$ cat config.mk
export PLATFORM = sky130hd
export DESIGN_NAME = timer_byte_bridge
export DESIGN_NICKNAME = d
export VERILOG_FILES = /design/src/rtl/timer_byte_bridge_pkg.sv /design/src/rtl/tbb_decode.sv /design/src/rtl/tbb_shadow.sv /design/src/rtl/tbb_regs.sv /design/src/rtl/timer_byte_bridge.sv
export SDC_FILE = /design/constraint.sdc
export NUM_CORES = 1
export LEC_CHECK = 0
export CAP_MARGIN = 15
export CORE_UTILIZATION = 48
export CTS_BUF_LIST = sky130_fd_sc_hd__clkbuf_16
export DETAILED_ROUTE_END_ITERATION = 10
export PLACE_DENSITY = 0.92
export SLEW_MARGIN = 20
export SYNTH_ARGS = -nofsm -noshare
export SYNTH_HDL_FRONTEND = slang
export SYNTH_SLANG_ARGS = --single-unit
export TNS_END_PERCENT = 30
$ cat constraint.sdc
create_clock -name clk -period 2.5 [get_ports clk]
set_input_delay 0.5 -clock clk [delete_from_list [all_inputs] [get_ports clk]]
set_output_delay 0.5 -clock clk [all_outputs]
set_load 0.005 [all_outputs]
$ cat src/rtl/timer_byte_bridge_pkg.sv
`timescale 1ns/1ps
package timer_byte_bridge_pkg;

    localparam int BYTE_W   = 8;
    localparam int WORD_W   = 16;
    localparam int NUM_WIDE = 4;
    localparam int ADDR_W   = 4;
    localparam int SLOT_W   = $clog2(NUM_WIDE);

    typedef enum logic [SLOT_W-1:0] {
        SLOT_CNT  = 2'd0,
        SLOT_CMPA = 2'd1,
        SLOT_CMPB = 2'd2,
        SLOT_CAP  = 2'd3
    } slot_e;

    // Decoded view of one bus cycle
    typedef struct packed {
        logic [NUM_WIDE-1:0] ld_lo;   // lower-byte write commits the word
        logic [NUM_WIDE-1:0] snap;    // lower-byte read freezes the upper byte
        logic                hi_wr;   // upper-byte write fills the latch
        logic                hit;     // address inside the map
        logic                rd_hi;   // upper-byte half selected
        slot_e               slot;    // register selected
    } acc_dec_t;

    // Registers whose upper byte is read back through the latch
    function automatic logic slot_uses_latch(slot_e s);
        return (s == SLOT_CNT) || (s == SLOT_CAP);
    endfunction

    function automatic logic [BYTE_W-1:0] pick_byte(logic [WORD_W-1:0] w, logic hi);
        return hi ? w[WORD_W-1:BYTE_W] : w[BYTE_W-1:0];
    endfunction

endpackage

$ cat src/rtl/tbb_decode.sv
`timescale 1ns/1ps
module tbb_decode
    import timer_byte_bridge_pkg::*;
#(
    parameter int A_W  = ADDR_W,
    parameter int N_W  = NUM_WIDE
) (
    input  logic           clk,
    input  logic           rst,
    input  logic [A_W-1:0] addr,
    input  logic           wr,
    input  logic           rd,
    output acc_dec_t       dec
);
    localparam int S_W = $clog2(N_W);

    logic           is_hi;
    logic [S_W-1:0] slot_idx;
    logic           in_map;

    assign is_hi    = addr[0];
    assign slot_idx = addr[S_W:1];

    generate
        if (A_W > S_W + 1) begin : g_wide_addr
            assign in_map = (addr[A_W-1:S_W+1] == '0);
        end else begin : g_exact_addr
            assign in_map = 1'b1;
        end
    endgenerate

    generate
        for (genvar g = 0; g < N_W; g++) begin : g_slot
            localparam logic LATCHED = (g == int'(SLOT_CNT)) || (g == int'(SLOT_CAP));
            logic sel;
            assign sel = in_map && !is_hi && (slot_idx == S_W'(g));
            assign dec.ld_lo[g] = wr && sel;
            assign dec.snap[g]  = rd && sel && LATCHED;
        end
    endgenerate

    assign dec.hi_wr = wr && in_map && is_hi;
    assign dec.hit   = in_map;
    assign dec.rd_hi = is_hi;
    assign dec.slot  = slot_e'(slot_idx);

    // At most one register is addressed per cycle
    assert_ld_onehot_R3: assert property (@(posedge clk) disable iff (rst)
        $onehot0(dec.ld_lo));
    assert_snap_onehot_R4: assert property (@(posedge clk) disable iff (rst)
        $onehot0(dec.snap));
    assert_hi_wr_excl_R2: assert property (@(posedge clk) disable iff (rst)
        dec.hi_wr |-> (dec.ld_lo == '0));

endmodule

$ cat src/rtl/tbb_shadow.sv
`timescale 1ns/1ps
module tbb_shadow
    import timer_byte_bridge_pkg::*;
#(
    parameter int B_W = BYTE_W,
    parameter int N_W = NUM_WIDE
) (
    input  logic                    clk,
    input  logic                    rst,
    input  logic                    hi_wr,
    input  logic [N_W-1:0]          snap,
    input  logic [B_W-1:0]          wdata,
    input  logic [N_W-1:0][B_W-1:0] hi_bytes,
    output logic [B_W-1:0]          tmp_q
);
    logic [B_W-1:0] snap_byte;
    logic           snap_any;

    always_comb begin
        snap_byte = '0;
        for (int i = 0; i < N_W; i++) begin
            if (snap[i]) snap_byte = hi_bytes[i];
        end
    end

    assign snap_any = |snap;

    always_ff @(posedge clk) begin
        if (rst) begin
            tmp_q <= '0;
        end else if (hi_wr) begin
            tmp_q <= wdata;
        end else if (snap_any) begin
            tmp_q <= snap_byte;
        end
    end

    // Upper-byte write lands in the latch
    assert_hi_wr_fills_R2: assert property (@(posedge clk) disable iff (rst)
        hi_wr |=> tmp_q == $past(wdata));
    // Counter lower-byte read freezes the counter's upper byte
    assert_cnt_snap_R4: assert property (@(posedge clk) disable iff (rst)
        (snap[SLOT_CNT] && !hi_wr) |=> tmp_q == $past(hi_bytes[SLOT_CNT]));
    assert_cap_snap_R4: assert property (@(posedge clk) disable iff (rst)
        (snap[SLOT_CAP] && !hi_wr) |=> tmp_q == $past(hi_bytes[SLOT_CAP]));
    // Other accesses leave it alone
    assert_tmp_keep_R6: assert property (@(posedge clk) disable iff (rst)
        (!hi_wr && !snap_any) |=> $stable(tmp_q));

endmodule

$ cat src/rtl/tbb_regs.sv
`timescale 1ns/1ps
module tbb_regs
    import timer_byte_bridge_pkg::*;
#(
    parameter int B_W = BYTE_W,
    parameter int W_W = WORD_W,
    parameter int N_W = NUM_WIDE
) (
    input  logic                    clk,
    input  logic                    rst,
    input  logic [N_W-1:0]          ld_lo,
    input  logic [B_W-1:0]          wdata,
    input  logic [B_W-1:0]          tmp_q,
    input  logic                    cnt_en,
    input  logic                    cap_stb,
    input  logic [W_W-1:0]          cap_val,
    output logic [N_W-1:0][W_W-1:0] regs_q
);
    logic [W_W-1:0] commit_word;
    assign commit_word = {tmp_q, wdata};

    generate
        for (genvar g = 0; g < N_W; g++) begin : g_word
            if (g == int'(SLOT_CNT)) begin : g_counter
                always_ff @(posedge clk) begin
                    if (rst)           regs_q[g] <= '0;
                    else if (ld_lo[g]) regs_q[g] <= commit_word;
                    else if (cnt_en)   regs_q[g] <= regs_q[g] + W_W'(1);
                end
                assert_cnt_step_R8: assert property (@(posedge clk) disable iff (rst)
                    (cnt_en && !ld_lo[g]) |=> regs_q[g] == $past(regs_q[g]) + W_W'(1));
                assert_cnt_wr_wins_R8: assert property (@(posedge clk) disable iff (rst)
                    (cnt_en && ld_lo[g]) |=> regs_q[g] == $past(commit_word));
                assert_cnt_idle_R8: assert property (@(posedge clk) disable iff (rst)
                    (!cnt_en && !ld_lo[g]) |=> $stable(regs_q[g]));
            end else if (g == int'(SLOT_CAP)) begin : g_capture
                always_ff @(posedge clk) begin
                    if (rst)           regs_q[g] <= '0;
                    else if (ld_lo[g]) regs_q[g] <= commit_word;
                    else if (cap_stb)  regs_q[g] <= cap_val;
                end
                assert_cap_load_R9: assert property (@(posedge clk) disable iff (rst)
                    (cap_stb && !ld_lo[g]) |=> regs_q[g] == $past(cap_val));
                assert_cap_wr_wins_R9: assert property (@(posedge clk) disable iff (rst)
                    (cap_stb && ld_lo[g]) |=> regs_q[g] == $past(commit_word));
            end else begin : g_compare
                always_ff @(posedge clk) begin
                    if (rst)           regs_q[g] <= '0;
                    else if (ld_lo[g]) regs_q[g] <= commit_word;
                end
                assert_cmp_commit_R3: assert property (@(posedge clk) disable iff (rst)
                    ld_lo[g] |=> regs_q[g] == $past(commit_word));
                assert_cmp_hold_R2: assert property (@(posedge clk) disable iff (rst)
                    !ld_lo[g] |=> $stable(regs_q[g]));
            end
        end
    endgenerate

endmodule

$ cat src/rtl/timer_byte_bridge.sv
`timescale 1ns/1ps
module timer_byte_bridge
    import timer_byte_bridge_pkg::*;
(
    input  logic              clk,
    input  logic              rst,
    input  logic [ADDR_W-1:0] bus_addr,
    input  logic [BYTE_W-1:0] bus_wdata,
    input  logic              bus_wr,
    input  logic              bus_rd,
    output logic [BYTE_W-1:0] bus_rdata,
    input  logic              cnt_en,
    input  logic              cap_stb,
    input  logic [WORD_W-1:0] cap_val,
    output logic [WORD_W-1:0] cnt_q,
    output logic [WORD_W-1:0] cmpa_q,
    output logic [WORD_W-1:0] cmpb_q,
    output logic [WORD_W-1:0] cap_q
);
    acc_dec_t                             dec;
    logic [BYTE_W-1:0]                    tmp_q;
    logic [NUM_WIDE-1:0][WORD_W-1:0]      regs_q;
    logic [NUM_WIDE-1:0][BYTE_W-1:0]      hi_bytes;

    tbb_decode #(.A_W(ADDR_W), .N_W(NUM_WIDE)) u_decode (
        .clk  (clk),
        .rst  (rst),
        .addr (bus_addr),
        .wr   (bus_wr),
        .rd   (bus_rd),
        .dec  (dec)
    );

    generate
        for (genvar g = 0; g < NUM_WIDE; g++) begin : g_hi
            assign hi_bytes[g] = regs_q[g][WORD_W-1:BYTE_W];
        end
    endgenerate

    tbb_shadow #(.B_W(BYTE_W), .N_W(NUM_WIDE)) u_shadow (
        .clk      (clk),
        .rst      (rst),
        .hi_wr    (dec.hi_wr),
        .snap     (dec.snap),
        .wdata    (bus_wdata),
        .hi_bytes (hi_bytes),
        .tmp_q    (tmp_q)
    );

    tbb_regs #(.B_W(BYTE_W), .W_W(WORD_W), .N_W(NUM_WIDE)) u_regs (
        .clk     (clk),
        .rst     (rst),
        .ld_lo   (dec.ld_lo),
        .wdata   (bus_wdata),
        .tmp_q   (tmp_q),
        .cnt_en  (cnt_en),
        .cap_stb (cap_stb),
        .cap_val (cap_val),
        .regs_q  (regs_q)
    );

    always_comb begin
        if (!dec.hit)
            bus_rdata = '0;
        else if (dec.rd_hi && slot_uses_latch(dec.slot))
            bus_rdata = tmp_q;
        else
            bus_rdata = pick_byte(regs_q[dec.slot], dec.rd_hi);
    end

    assign cnt_q  = regs_q[SLOT_CNT];
    assign cmpa_q = regs_q[SLOT_CMPA];
    assign cmpb_q = regs_q[SLOT_CMPB];
    assign cap_q  = regs_q[SLOT_CAP];

    assert_rw_excl_R3: assert property (@(posedge clk) disable iff (rst)
        !(bus_wr && bus_rd));
    assert_unmapped_zero_R10: assert property (@(posedge clk) disable iff (rst)
        (bus_rd && (bus_addr >= ADDR_W'(2*NUM_WIDE))) |-> bus_rdata == '0);
    assert_cmp_direct_R6: assert property (@(posedge clk) disable iff (rst)
        (bus_rd && bus_addr == ADDR_W'(3)) |-> bus_rdata == cmpa_q[WORD_W-1:BYTE_W]);
    assert_cnt_hi_latched_R5: assert property (@(posedge clk) disable iff (rst)
        (bus_rd && bus_addr == ADDR_W'(1)) |-> bus_rdata == tmp_q);

endmodule

==> results of run 1 <==
per-stage QoR:
step                      area, um^2  TNS, ns
after floorplan                 3820        0
after global placement          5060    -4.00
after detailed placement        5060    -4.31
after CTS                       5440        0
after global routing            5470  -0.0740
final                           5470  -0.0418
synth_stat cells (2+ instances only):
| cell | n | share of area |
|---|---|---|
| nand2_1 | 82 | 0.081 |
| dfxtp_1 | 72 | 0.38 |
| nor2_1 | 54 | 0.053 |
| a21oi_1 | 40 | 0.052 |
| a211oi_1 | 30 | 0.059 |
| mux2i_1 | 25 | 0.066 |
| clkbuf_1 | 21 | 0.021 |
| a221oi_1 | 16 | 0.037 |
| buf_2 | 12 | 0.016 |
| xnor2_1 | 12 | 0.028 |
| inv_1 | 11 | 0.011 |
| mux4_2 | 8 | 0.047 |
| o32ai_1 | 8 | 0.018 |
| mux2_2 | 7 | 0.021 |
| or4_1 | 7 | 0.014 |
| ha_1 | 5 | 0.016 |
| nand3_1 | 4 | 0.0052 |
| nor3_1 | 4 | 0.0052 |
| nor4_2 | 4 | 0.013 |
| and2_1 | 3 | 0.0049 |
| xor2_1 | 3 | 0.0069 |
| a211oi_2 | 2 | 0.0066 |
| buf_4 | 2 | 0.0039 |
| nand2b_1 | 2 | 0.0033 |
| nand4_1 | 2 | 0.0033 |
| nand4_2 | 2 | 0.0066 |
| o21ai_0 | 2 | 0.0026 |
report_power, final:
group,leakage [nW],internal [mW],switching (mW),total (mW)
logic,1.24,0.200,0.182,0.383
clock network,0.152,0.854,0.451,1.31
registers,0.585,1.18,0.0454,1.23
total,1.98,2.24,0.679,2.91
timing repair:
action / CTS / global route
resized for setup: 35 / 6
pin swaps: 10 / 5
hold buffers: 0 / 0
endpoints found under the setup margin: 8 / 7
setup buffers: 2 / 0
logic make-up after synthesis:
logic type      count (synthesis)  share of synthesized area
compound gates                 99                      0.178
xor+xnor                       15                     0.0344
fa+ha+maj                       5                     0.0164
buf+inv                        47                     0.0521
flops                          72                      0.378
mux                            40                      0.133
simple gates                  171                      0.208
state kept, by name, indices dropped and copies added (netlist names):
register,cells
u_regs.regs_q,64
u_shadow.tmp_q,8
worst min path at each step:
stage	slack, ns	startpoint	cells past startpoint	to
global placement	0.46	u_regs.regs_q[38]	2	u_regs.regs_q[38]
detailed placement	0.46	u_regs.regs_q[38]	2	u_regs.regs_q[38]
global route	0.50	u_regs.regs_q[30]	2	u_regs.regs_q[30]
CTS	0.47	u_regs.regs_q[38]	2	u_regs.regs_q[38]
floorplan	0.46	u_regs.regs_q[16]	2	u_regs.regs_q[16]
finish	0.47	u_regs.regs_q[38]	2	u_regs.regs_q[38]
layer usage:
layer / GRT usage / up-vias
met2: 0.539 / 270
li1: - / 1831
met4: 0.179 / 0
met1: 0.392 / 1937
met5: 0 / -
met3: 0.111 / 74
cell type report:
type,count,area (um^2),area share
sequential,72,1440,0.263
tap,102,128,0.0233
inverter,11,41.3,0.00755
clock inverter,6,76.3,0.0140
timing repair buffer,134,1290,0.237
multi-input combinational,330,2260,0.414
clock buffer,9,225,0.0412
critical path: stages:
cell and delay, ns:
clkdlybuf4s15_2 0.22, inv_2 0.06, ha_4 0.26, nor2b_1 0.04, buf_4 0.16, a221oi_1 0.33, a21oi_1 0.18, dlygate4sd2_1 0.29
==> summary.txt, run 1 <==
Status
  – Result of the run: complete, but fails checks
  – Violated checks: setup timing

Yosys
  – Async SR Flop Fraction: 0
  – Mean cell area of the mapped netlist: 8.50 um^2
  – Post-synthesis instance total: approximately 450
  – FF+latch count, synth: 72
  – Number of distinct standard cells referenced by the synthesized netlist: 36
  – Number of enable-type register cells in the synthesized netlist: 0
  – Most used flip-flop cell after synthesis: dfxtp_1
  – Post-synthesis instance area: approximately 0.0038 mm^2
  – Yosys warning count: 0
  – Sequential-to-total area share from yosys stat: 0.378
  – Nets in the synthesized netlist: 488

Finish
  – Number of fill cells: 526
  – Most common library cell in the layout ignoring fill and taps: clkdlybuf4s50_1
  – Commonest non-fill, non-tap cells in the layout: clkdlybuf4s50_1, nand2_1, dfxtp_1, nor2_1, a21oi_1
  – Area Growth Syn to Fin: 43.3%
  – Final layout net count: 597
  – Count of inserted antenna diode cells: 0
  – Share of cells above drive strength 1: 0.148
  – Post-Route Utilization: 0.708
  – Final instance count without filler cells: between 600 and 700

Hold path
  – Hold Crit Class: reg -> reg

Timing
  – Slew of the pin with the lowest slew margin: 0.710 ns
  – Hold Slack: roughly 0.47 ns
  – Worst Setup Slack, final: -0.0418 ns
  – Post-route clock period utilization: 1.02
  – Unrepaired setup endpoints after global routing: yes
  – Peak Freq: 393 MHz
  – Number of setup violations in the final report: 1
  – Headroom to the max-slew limit: 0.526
  – Final count of pins violating max slew: 0
  – Worst-case clock skew: 0.00242 ns
  – Minimum clock period after layout: between 2 and 3 ns
  – Final count of hold timing violations: 0

Pwr
  – Total power divided by cell area: 533 mW/mm^2
  – Static leakage power: 1.98 nW
  – Post-layout power: 2.91 mW
  – Maximum vdd drop: 0.439 mV

Clock tree
  – CTS tree: done
  – Clock-pin transition on the worst setup and hold timing paths: 0.05 ns
  – Source-to-sink clock delay at the later pin of the worst-skew pair: 0.33 ns
  – CTS buffer count: 9
  – Number of sinks on the clock net: 72
  – Buffers from clock root to sink, at most: 2
  – Depth of the CTS H-tree: 3
  – Cell at the root of the clock tree: clkbuf_16

Die
  – Width of the die: 91.2 um
  – Area of the die: 0.00831 mm^2
  – Core area: roughly 0.0077 mm^2
  – Overall die height: 91.2 um
  – Effective utilization at floorplan: 0.494
  – I/O Pins: 106
  – Number of placement rows: 32

Detailed routing
  – Met2 WL post-DR: 6.39 mm
  – Drt total wl: 13.4 mm
  – Number of DRC violations after detailed-routing iteration 0: 428
  – Wire length on met3: 1.42 mm
  – Mean number of vias per cell: between 6 and 7
  – Met1 wire length: ~4.9 mm
  – Number of vias in the routed layout: just over 4000
  – Iteration count of the initial detailed-routing pass: 6
  – DRC violations left: 0
  – Antenna Violating Nets Remaining: 0
  – Avg WL per Cell: 20.2 um
  – Top sig layer: met4

Setup path
  – Classification of the worst setup path: in -> out
  – RR Startpoint: u_regs.regs_q[0]
  – Element type at the critical path start: input port
  – Capturing element of the worst setup path: bus_rdata[4]
  – Data arrival, critical path: 2.04 ns
  – Largest fanout on the critical path: 6
  – Flop2flop setup slack: 0.67 ns
  – Worst EP required: 2.00 ns
  – Depth of the most critical reg-to-reg path: 5
  – Worst setup path startpoint: bus_addr[2]
  – Reg2Reg Capture Point: u_regs.regs_q[14]
  – Crit. End Element: output port

Placed design
  – Count of buffers inserted at the top-level ports: 105
  – Half-perimeter wire length after placement: ~9.4 mm
  – Placed Cells: between 600 and 700
  – Setup WS pre-CTS: -0.521 ns
  – Placer's final routability congestion estimate: 0.963

Global route
  – Combined global-route utilization of all metal layers: 0.334
  – Initial antenna violation count: 0
  – Total congestion overflow: 0
  – Maximum number of pins on one net before global-route repair: 42
  – Vias in the first global route: about 4100
  – Wire length of the first global-routing pass: 21.4 mm

Flow run
  – Count of max-cap constraint violations: 0
No activity file was read; power rests on OpenSTA's default activity.
==> run 2, diff against run 1 <==
--- a/config.mk
+++ b/config.mk
@@ -10,7 +10,7 @@
 export CTS_BUF_LIST = sky130_fd_sc_hd__clkbuf_16
 export DETAILED_ROUTE_END_ITERATION = 10
 export PLACE_DENSITY = 0.92
-export SLEW_MARGIN = 20
+export RECOVER_POWER = 100
 export SYNTH_ARGS = -nofsm -noshare
 export SYNTH_HDL_FRONTEND = slang
 export SYNTH_SLANG_ARGS = --single-unit
==> run 2 against run 1 <==
Clock power barely moved. Cell count did not move. Routed wire length is 0.19% lower. The flow still finishes with violations (setup timing). Flip-flop and latch count did not move. Via count grew 1.6%. Combinational power is 4% lower. Clock-buffer cell count unchanged.
==> summary.txt, run 2 (synthesis results as in run 1) <==
Flow run
  – Count of max-cap constraint violations: 0 (unchanged)

Timing
  – Post-route clock period utilization: 1.00 (was 1.02)
  – Worst Setup Slack, final: -0.0112 ns (was -0.0418 ns)
  – Unrepaired setup endpoints after global routing: yes (unchanged)
  – Peak Freq: 398 MHz (was 393 MHz)
  – Number of setup violations in the final report: 1 (unchanged)
  – Slew of the pin with the lowest slew margin: 0.725 ns (was 0.710 ns)
  – Final count of hold timing violations: 0 (unchanged)
  – Minimum clock period after layout: 2.51 ns (was 2.54 ns)
  – Final count of pins violating max slew: 0 (unchanged)
  – Final total negative setup slack: -0.0112 ns (was -0.0418 ns)
  – Worst-case clock skew: 0.00395 ns (was 0.00242 ns)
  – Headroom to the max-slew limit: 0.517 (was 0.526)

Detailed routing
  – Number of vias in the routed layout: 4176 (was 4112)
  – Antenna Violating Nets Remaining: 0 (unchanged)
  – Mean number of vias per cell: 6.29 (was 6.19)
  – Drt total wl: 13.4 mm (about the same)
  – Avg WL per Cell: 20.1 um (was 20.2 um)
  – Iteration count of the initial detailed-routing pass: 9 (was 6)
  – Number of DRC violations after detailed-routing iteration 0: 460 (was 428)
  – DRC violations left: 0 (unchanged)

Setup path
  – Element type at the critical path start: input port (unchanged)
  – Library cell appearing most often on the critical path: buf_4
  – Crit. End Element: output port (unchanged)
  – Data arrival, critical path: 2.01 ns (was 2.04 ns)
  – Worst-path cell chain: clkdlybuf4s15_2, inv_2, ha_4, nor2b_1, buf_4, buf_4, a221oi_2, a21oi_1, clkdlybuf4s15_1 (was clkdlybuf4s15_2, inv_2, ha_4, nor2b_1, buf_4, a221oi_1, a21oi_1, dlygate4sd2_1)
  – Classification of the worst setup path: in -> out (unchanged)
  – Largest fanout on the critical path: 6 (unchanged)
  – Worst EP required: 2.00 ns (about the same)
  – CP max stage delay: 0.29 ns (was 0.33 ns)
  – Slowest CP cell: a221oi_2 (was a221oi_1)
  – Flop2flop setup slack: 0.64 ns (was 0.67 ns)

Clock tree
  – Hold-fix buffer count after cts: 0 (unchanged)
  – CTS tree: done (unchanged)
  – Clock-pin transition on the worst setup and hold timing paths: 0.05 ns (about the same)
  – Source-to-sink clock delay at the later pin of the worst-skew pair: 0.33 ns (about the same)
  – Buffers from clock root to sink, at most: 2 (unchanged)
  – Cell at the root of the clock tree: clkbuf_16 (unchanged)
  – CTS buffer count: 9 (unchanged)
  – Depth of the CTS H-tree: 3 (unchanged)
  – Number of sinks on the clock net: 72 (unchanged)

Status
  – Result of the run: complete, but fails checks (unchanged)
  – Violated checks: setup timing (unchanged)

Die
  – Number of placement rows: 32 (unchanged)
  – Overall die height: 91.2 um (unchanged)
  – Width of the die: 91.2 um (unchanged)
  – Core area: 0.00773 mm^2 (unchanged)
  – Effective utilization at floorplan: 0.494 (unchanged)
  – I/O Pins: 106 (unchanged)
  – Area of the die: 0.00831 mm^2 (unchanged)

Finish
  – Commonest non-fill, non-tap cells in the layout: nand2_1, dfxtp_1, dlygate4sd3_1, nor2_1, a21oi_1 (was clkdlybuf4s50_1, nand2_1, dfxtp_1, nor2_1, a21oi_1)
  – Number of fill cells: 537 (was 526)
  – Flip-flop count of the largest register, all copies and words added: 64 (unchanged)
  – Final instance count without filler cells: 664 (unchanged)
  – Sequential Area: 0.00144 mm^2 (unchanged)
  – Largest registers: u_regs.regs_q x64, u_shadow.tmp_q x8 (unchanged)
  – Area Growth Syn to Fin: 42.2% (was 43.3%)
  – Count of inserted antenna diode cells: 0 (unchanged)
  – Final layout net count: 597 (unchanged)
  – Largest reg by FF count: u_regs.regs_q (unchanged)
  – Share of cells above drive strength 1: 0.135 (was 0.148)
  – Most common library cell in the layout ignoring fill and taps: nand2_1 (was clkdlybuf4s50_1)
  – Area taken by multi-input logic gates: 0.00225 mm^2 (was 0.00226 mm^2)

Placed design
  – Half-perimeter wire length after placement: 9.36 mm (unchanged)
  – Count of buffers inserted at the top-level ports: 105 (unchanged)
  – Setup WS pre-CTS: -0.521 ns (unchanged)
  – Placer's final routability congestion estimate: 0.963 (unchanged)
  – Placed Cells: 647 (unchanged)

Global route
  – Total congestion overflow: 0 (unchanged)
  – Vias in the first global route: 4056 (unchanged)
  – Initial antenna violation count: 0 (unchanged)
  – Wire length of the first global-routing pass: 21.4 mm (unchanged)
  – Combined global-route utilization of all metal layers: 0.334 (unchanged)
  – Maximum number of pins on one net before global-route repair: 42 (unchanged)

Pwr
  – Maximum vdd drop: 0.439 mV (about the same)
  – Total power divided by cell area: 535 mW/mm^2 (was 533 mW/mm^2)
  – Post-layout power: 2.90 mW (was 2.91 mW)
  – Static leakage power: 2.14 nW (was 1.98 nW)

Hold path
  – Hold Crit Class: reg -> reg (unchanged)
[run 2: through the flow]
stage          utilization  hold WS, ns  area, um^2
2_1_floorplan            -        0.462        3820
3_3_place_gp         0.655        0.460        5060
3_5_place_dp         0.655        0.464        5060
4_1_cts              0.703        0.470        5440
5_1_grt              0.702        0.501        5430
6_report             0.702        0.470        5430
[run 2: where the power goes]
part           leakage, nW  total [mW]  internal, mW  switching [mW]
Combinational         1.40       0.369         0.187           0.182
Clock                0.152        1.31         0.854           0.456
Sequential           0.585        1.23          1.18          0.0441
Total                 2.14        2.90          2.22           0.682
[run 2: worst max-delay path, delay by kind of cell]
kind / cells / cell delay, ns
compound gates: 2 / 0.41
fa+ha+maj: 1 / 0.26
simple gates: 1 / 0.04
buf+inv: 5 / 0.81
[run 2: worst paths after layout]
| check | from | to | cells after the start |
|---|---|---|---|
| max | bus_addr[2] | bus_rdata[3] | 9 |
| min | u_regs.regs_q[38] | u_regs.regs_q[38] | 2 |
| max reg2reg | u_regs.regs_q[0] | u_regs.regs_q[14] | 5 |
| min reg2reg | u_regs.regs_q[38] | u_regs.regs_q[38] | 2 |
[run 2: final cells by class]
cell class / instances / share of cell area
Clock inverter: 6 / 0.0141
Timing Repair Buffer: 134 / 0.232
Tap cell: 102 / 0.0235
Clock buffer: 9 / 0.0415
Multi-Input combinational cell: 330 / 0.415
Sequential cell: 72 / 0.266
Inverter: 11 / 0.00761
[run 2: what timing repair did]
| item | CTS | global route |
|---|---|---|
| buffers inserted | 2 | 0 |
| hold endpoints to repair | 0 | 0 |
| gates resized for setup | 35 | 6 |
| endpoints found under the setup margin | 8 | 7 |
| pin swaps | 10 | 5 |
[run 2: metal layers]
metal	wire length, um	GRT usage	share of wire	vias to the layer above
met2	6380	0.539	0.48	299
met5	0	0	0	-
met1	4840	0.392	0.36	1969
met3	1450	0.111	0.11	80
met4	687	0.179	0.051	0
li1	-	-	-	1828
